$ cat config.mk
export PLATFORM = sky130hd
export DESIGN_NAME = usart_clkgen
export DESIGN_NICKNAME = d
export VERILOG_FILES = /design/src/rtl/ucg_pkg.sv /design/src/rtl/ucg_baud_cnt.sv /design/src/rtl/ucg_edge_sync.sv /design/src/rtl/ucg_rate_div.sv /design/src/rtl/usart_clkgen.sv
export SDC_FILE = /design/constraint.sdc
export NUM_CORES = 1
export LEC_CHECK = 0
export CAP_MARGIN = 5
export CORE_ASPECT_RATIO = 1.4
export CORE_MARGIN = 1.5
export CORE_UTILIZATION = 46
export DETAILED_ROUTE_END_ITERATION = 10
export PLACE_DENSITY = 0.75
export SLEW_MARGIN = 10
export SYNTH_ARGS = -nofsm -noshare
export SYNTH_HDL_FRONTEND = slang
export SYNTH_HIERARCHICAL = 1
export SYNTH_SLANG_ARGS = --single-unit
export TNS_END_PERCENT = 10
$ cat constraint.sdc
create_clock -name clk -period 2.1 [get_ports clk]
set_input_delay 0.315 -clock clk [delete_from_list [all_inputs] [get_ports clk]]
set_output_delay 0.315 -clock clk [all_outputs]
set_load 0.01 [all_outputs]
$ cat src/rtl/ucg_pkg.sv
package ucg_pkg;
  typedef enum logic [1:0] {
    UCG_ASYNC_X16   = 2'd0,
    UCG_ASYNC_X8    = 2'd1,
    UCG_SYNC_MASTER = 2'd2,
    UCG_SYNC_SLAVE  = 2'd3
  } ucg_mode_e;

  // Mode from the three configuration bits; double speed only matters when async
  function automatic ucg_mode_e ucg_decode(input logic sync_sel, input logic dbl,
                                           input logic dir_out);
    if (!sync_sel) return dbl ? UCG_ASYNC_X8 : UCG_ASYNC_X16;
    return dir_out ? UCG_SYNC_MASTER : UCG_SYNC_SLAVE;
  endfunction

  function automatic logic ucg_is_sync(input ucg_mode_e m);
    return (m == UCG_SYNC_MASTER) || (m == UCG_SYNC_SLAVE);
  endfunction

  // Oversampling prescaler mask: bit tick when all masked bits are set
  function automatic logic [3:0] ucg_rate_mask(input ucg_mode_e m);
    case (m)
      UCG_ASYNC_X16: return 4'hF;
      UCG_ASYNC_X8:  return 4'h7;
      default:       return 4'h0;
    endcase
  endfunction
endpackage

$ cat src/rtl/ucg_baud_cnt.sv
module ucg_baud_cnt #(
  parameter int W = 12
) (
  input  logic         clk,
  input  logic         rst_n,
  input  logic [W-1:0] div,
  input  logic         load,
  output logic         tick,
  output logic [W-1:0] cnt_o
);
  logic [W-1:0] cnt;

  // A write takes priority over the zero crossing
  assign tick  = (cnt == '0) && !load;
  assign cnt_o = cnt;

  always_ff @(posedge clk or negedge rst_n) begin
    if (!rst_n)             cnt <= '0;
    else if (load || tick)  cnt <= div;
    else                    cnt <= cnt - 1'b1;
  end
endmodule

$ cat src/rtl/ucg_edge_sync.sv
module ucg_edge_sync #(
  parameter int STAGES = 2
) (
  input  logic clk,
  input  logic rst_n,
  input  logic pin,
  output logic rise,
  output logic fall
);
  logic [STAGES-1:0] sreg;
  logic              level, prev;

  assign level = sreg[STAGES-1];
  assign rise  = level && !prev;
  assign fall  = !level && prev;

  always_ff @(posedge clk or negedge rst_n) begin
    if (!rst_n) begin
      sreg <= '0;
      prev <= 1'b0;
    end else begin
      sreg <= {sreg[STAGES-2:0], pin};
      prev <= level;
    end
  end
endmodule

$ cat src/rtl/ucg_rate_div.sv
module ucg_rate_div #(
  parameter int PW = 4
) (
  input  logic             clk,
  input  logic             rst_n,
  input  logic             restart,
  input  logic             base_tick,
  input  ucg_pkg::ucg_mode_e mode,
  output logic             bit_tick,
  output logic             mclk,
  output logic             mclk_rise,
  output logic             mclk_fall
);
  import ucg_pkg::*;

  logic [PW-1:0] pre;
  logic [PW-1:0] mask;
  logic          is_async, is_master;

  assign mask      = PW'(ucg_rate_mask(mode));
  assign is_async  = !ucg_is_sync(mode);
  assign is_master = (mode == UCG_SYNC_MASTER);

  assign bit_tick  = base_tick && is_async && ((pre & mask) == mask);
  assign mclk_rise = base_tick && is_master && !restart && !mclk;
  assign mclk_fall = base_tick && is_master && !restart &&  mclk;

  always_ff @(posedge clk or negedge rst_n) begin
    if (!rst_n) begin
      pre  <= '0;
      mclk <= 1'b0;
    end else begin
      if (restart)                    pre <= '0;
      else if (base_tick && is_async) pre <= pre + 1'b1;

      if (restart || !is_master) mclk <= 1'b0;
      else if (base_tick)        mclk <= ~mclk;
    end
  end
endmodule

$ cat src/rtl/usart_clkgen.sv
module usart_clkgen #(
  parameter int DIV_W     = 12,
  parameter int SYNC_STGS = 2
) (
  input  logic             clk,
  input  logic             rst_n,
  input  logic             sync_mode,
  input  logic             dbl_speed,
  input  logic             clk_dir_out,
  input  logic             edge_pol,
  input  logic [DIV_W-1:0] divisor,
  input  logic             divisor_wr,
  input  logic             sclk_in,
  output logic             sclk_out,
  output logic             sclk_oe,
  output logic             tx_tick,
  output logic             rx_tick
);
  import ucg_pkg::*;

  localparam int PRE_W = 4;

  ucg_mode_e        mode_d, mode_q;
  logic             mode_chg, restart;
  logic             base_tick, bit_tick;
  logic [DIV_W-1:0] baud_cnt;
  logic             mclk, mclk_rise, mclk_fall;
  logic             s_rise, s_fall;
  logic             edge_rise, edge_fall;

  assign mode_d   = ucg_decode(sync_mode, dbl_speed, clk_dir_out);
  assign mode_chg = (mode_d != mode_q);
  assign restart  = divisor_wr || mode_chg;

  always_ff @(posedge clk or negedge rst_n) begin
    if (!rst_n) mode_q <= UCG_ASYNC_X16;
    else        mode_q <= mode_d;
  end

  ucg_baud_cnt #(.W(DIV_W)) u_baud (
    .clk(clk), .rst_n(rst_n), .div(divisor), .load(divisor_wr),
    .tick(base_tick), .cnt_o(baud_cnt)
  );

  ucg_rate_div #(.PW(PRE_W)) u_rate (
    .clk(clk), .rst_n(rst_n), .restart(restart), .base_tick(base_tick),
    .mode(mode_q), .bit_tick(bit_tick), .mclk(mclk),
    .mclk_rise(mclk_rise), .mclk_fall(mclk_fall)
  );

  ucg_edge_sync #(.STAGES(SYNC_STGS)) u_edge (
    .clk(clk), .rst_n(rst_n), .pin(sclk_in), .rise(s_rise), .fall(s_fall)
  );

  always_comb begin
    edge_rise = 1'b0;
    edge_fall = 1'b0;
    if (mode_q == UCG_SYNC_MASTER) begin
      edge_rise = mclk_rise;
      edge_fall = mclk_fall;
    end else if (mode_q == UCG_SYNC_SLAVE) begin
      edge_rise = s_rise;
      edge_fall = s_fall;
    end
  end

  assign sclk_oe  = (mode_q == UCG_SYNC_MASTER);
  assign sclk_out = sclk_oe && mclk;

  always_comb begin
    if (!ucg_is_sync(mode_q)) begin
      rx_tick = base_tick;
      tx_tick = bit_tick;
    end else begin
      rx_tick = edge_pol ? edge_fall : edge_rise;
      tx_tick = edge_pol ? edge_rise : edge_fall;
    end
  end
endmodule

==> flow_metrics.py, run 1 <==
metrics = {
    "sta": {
        "worst_slack_ns": -0.398,
        "hold_violations": 0,
        "timing.setup.tns_ns": -1.37,
        "period_minus_slack_ns": 2.50,
        "max_clock_freq_ghz": 0.400,
        "setup_violations": 7,
        "fin_skew_ns": 0.0159,
        "slew_viol_final": 0,
        "finalCritPeriodShare": 1.19,
        "timing.hold.ws_ns": 0.320,
        "tightest_slew_ns": 0.538,
        "slew_headroom": 0.638,
        "rsz0062_at_grt": "true",
    },
    "floorplan": {
        "fp.dieArea_um2": 3080,
        "die_height_um": 65.1,
        "ios": 24,
        "rows": 22,
        "start_util": 0.485,
        "die_w_um": 47.4,
        "core_area_um2": 2620,
    },
    "clock_network": {
        "clockBufferDepth": 2,
        "insertion_delay_ns": 0.31,
        "h-tree-depth": 1,
        "cts.clk_slew.worst_paths_ns": 0.13,
        "cts_root_buf": "clkbuf_4",
        "numCtsBuffers": 3,
        "cts_tree": "yes",
        "cts_num_sinks": 22,
    },
    "routing": {
        "wl_per_cell_um": 14.8,
        "first_pass_iters": 4,
        "postRouteAntennaNets": 0,
        "dr_total_vias": 1169,
        "route.detailed.drc": 0,
        "drt_iter0_markers": 21,
        "via_per_inst": 5.22,
        "wl_um": 3330,
    },
    "min_path": {
        "hp-class": "in -> reg",
    },
    "global_route": {
        "grt_first_pass_wirelength_um": 5360,
        "grt_max_degree": 23,
        "grt_overflow": 0,
        "grt_pass1_vias": 1233,
        "grt_util_all_layers": 0.244,
        "antenna_found_initial": 0,
    },
    "power": {
        "clockPowerShare": 0.286,
        "swShare": 0.257,
        "pwr-share-comb": 0.291,
        "p_int_mw": 0.839,
        "power.switching_mw": 0.290,
        "vdd_drop_max_mv": 0.551,
        "p_per_area_nw_per_um2": 575,
        "cellLeakagePower_nw": 0.888,
        "seq_power_share": 0.423,
    },
    "worst_setup_path": {
        "path_max_fanout": 5,
        "cp_cell_sequence": "inv_2, ha_4, nor3b_4, and2_4, nand3_4, nor2_4, and2b_4, nand4_4, nor2_2, nand2b_1, o221ai_1, buf_2",
        "startpoint_type": "flip-flop",
        "r2r_slack_ns": -0.20,
        "worstPathArrival_ns": 2.18,
        "crit_path_end_kind": "primary output",
        "path_delay_family": "simple AND/OR/NAND/NOR gates",
        "cp.required_ns": 1.78,
        "criticalPathCategory": "reg -> out",
        "critPathBufInv": 2,
        "cp_slowest_stage_delay_ns": 0.41,
        "crit_path_top_delay_cell": "dfrtp_1",
    },
    "layout": {
        "syn_to_final_growth_pct": 54.8,
        "antenna_cells": 0,
        "fillers": 184,
        "fin_cells": 224,
        "final_util": 0.750,
        "nets": 212,
        "drive_above_1_share": 0.383,
        "stdcell_area_um2": 1960,
    },
    "yosys": {
        "synth-edff-count": 0,
        "synth_seq_cells": 22,
        "synth_top_area_frac": 0.434,
        "syn-cell-area_um2": 1270,
        "avgSynthCellArea_um2": 10.3,
        "ys_top_cells_by_area": "dfrtp_1 (43%), nor2_1 (6.5%), xnor2_1 (5.5%), mux2i_1 (3.9%), nor4_4 (3.4%)",
        "synth_common_cells": "dfrtp_1 (22), nor2_1 (22), a21oi_1 (8), xnor2_1 (8)",
        "syn-instance-count": 123,
        "async_flop_share": 1.00,
        "synth_cell_types": 39,
        "ys_seq_area_frac": 0.434,
        "synth_top_cell_by_area": "dfrtp_1",
        "yosysWarnings": 6,
        "syn_nets": 146,
        "synthFlopType": "dfrtp_1",
    },
    "outcome": {
        "status": "finished with violations",
        "violations": "negative setup slack",
    },
    "placed_design": {
        "gp_routability_congestion": 0.806,
        "io_buffers": 23,
        "place_area_um2": 1740,
        "hpwl_um": 2260,
        "post-place-cells": 206,
    },
    "flow_run": {
        "cap_violations": 0,
    },
}
-- worst reg2reg max path, cell delays in order (launching register included) --
cell and delay (ns):
dfrtp_1 0.41, inv_2 0.08, buf_4 0.11, buf_4 0.09
buf_4 0.10, buf_4 0.10, buf_4 0.09, buf_4 0.09
buf_4 0.08, buf_4 0.10, ha_4 0.14, or3b_4 0.43
nor3_2 0.11, mux2i_1 0.09, o22a_1 0.21
-- cell type report --
cell class | count | area [µm²] | share of cell area
Clock inverter | 1 | 30.0 | 0.0153
Timing Repair Buffer | 63 | 522 | 0.266
Clock buffer | 3 | 22.5 | 0.0115
Tap cell | 36 | 45.0 | 0.0230
Inverter | 3 | 11.3 | 0.00574
Sequential cell | 22 | 551 | 0.281
Multi-Input combinational cell | 96 | 781 | 0.398
-- metal layers --
layer | up-vias | track usage | routed length (µm)
li1 | 561 | - | -
met4 | 0 | 0.0833 | 91
met2 | 35 | 0.448 | 1940
met3 | 10 | 0.0412 | 123
met5 | - | 0 | 0
met1 | 563 | 0.263 | 1170
-- cells in the final DEF, fill, tap and decap left out, types with 2 or more instances in the layout --
cell type         n
inv_2             2
a21oi_1           8
o221ai_1          2
nor2b_1           3
and2b_2           2
nand2b_1          4
mux2i_1           5
nor3_2            3
nor3_1            2
xnor2_1           8
clkdlybuf4s50_1  19
and2_1            2
nor4_4            2
nand2_1           3
buf_4            40
nor2_1           20
buf_2             2
ha_4              2
xor2_1            4
dfrtp_1          22
clkbuf_4          3
-- power by group through the flow --
stage                     clock network, mW  registers, mW  logic [mW]
after floorplan                           0          0.495      0.0982
after global placement                    0          0.480       0.242
after detailed placement                  0          0.483       0.252
after CTS                             0.331          0.477       0.317
after global routing                  0.357          0.483       0.358
final                                 0.323          0.478       0.328
-- registers in the layout (all words and copies together), names as in the netlist --
signal,flops
u_baud/cnt_o,12
u_rate/pre,4
mode_q,2
u_edge/sreg,2
u_edge/prev,1
u_rate/mclk,1
-- cell families after synthesis --
logic type	synth area share
simple gates	0.290
flops	0.434
compound gates	0.0869
xor+xnor	0.0829
mux	0.0602
buf+inv	0.0158
fa+ha+maj	0.0296
-- what timing repair did --
item                       CTS  global route
resized for setup           24             2
setup endpoints to repair    3             8
setup buffers               11             3
pin swaps                   10             2
hold buffers                 0             0
-- final timing paths --
check	endpoint	startpoint	cells past startpoint
max in group asynchronous	u_baud/cnt_o[2]$_DFF_PN0_	rst_n	2
min in group asynchronous	u_baud/cnt_o[9]$_DFF_PN0_	rst_n	2
worst max register to register	u_baud/cnt_o[10]$_DFF_PN0_	u_baud/cnt_o[1]$_DFF_PN0_	14
worst min register to register	u_edge/sreg[1]$_DFF_PN0_	u_edge/sreg[0]$_DFF_PN0_	0
worst min-delay path	mode_q[1]$_DFF_PN0_	sync_mode	1
worst max-delay path	tx_tick	u_baud/cnt_o[1]$_DFF_PN0_	12
-- stage by stage --
step / total power, mW / worst slack (ns)
2_1_floorplan: 0.593 / 0.0229
3_3_place_gp: 0.722 / -0.733
3_5_place_dp: 0.735 / -0.875
4_1_cts: 1.13 / -0.350
5_1_grt: 1.20 / -0.524
6_report: 1.13 / -0.398
No activity file was read; power rests on OpenSTA's default activity.
==> run 2, diff against run 1 <==
Settings changed: CAP_MARGIN 5 to unset, CTS_CLUSTER_DIAMETER set to 120.
==> results of run 2 <==
Final layout, timing and power as in run 1 (identical DEF).
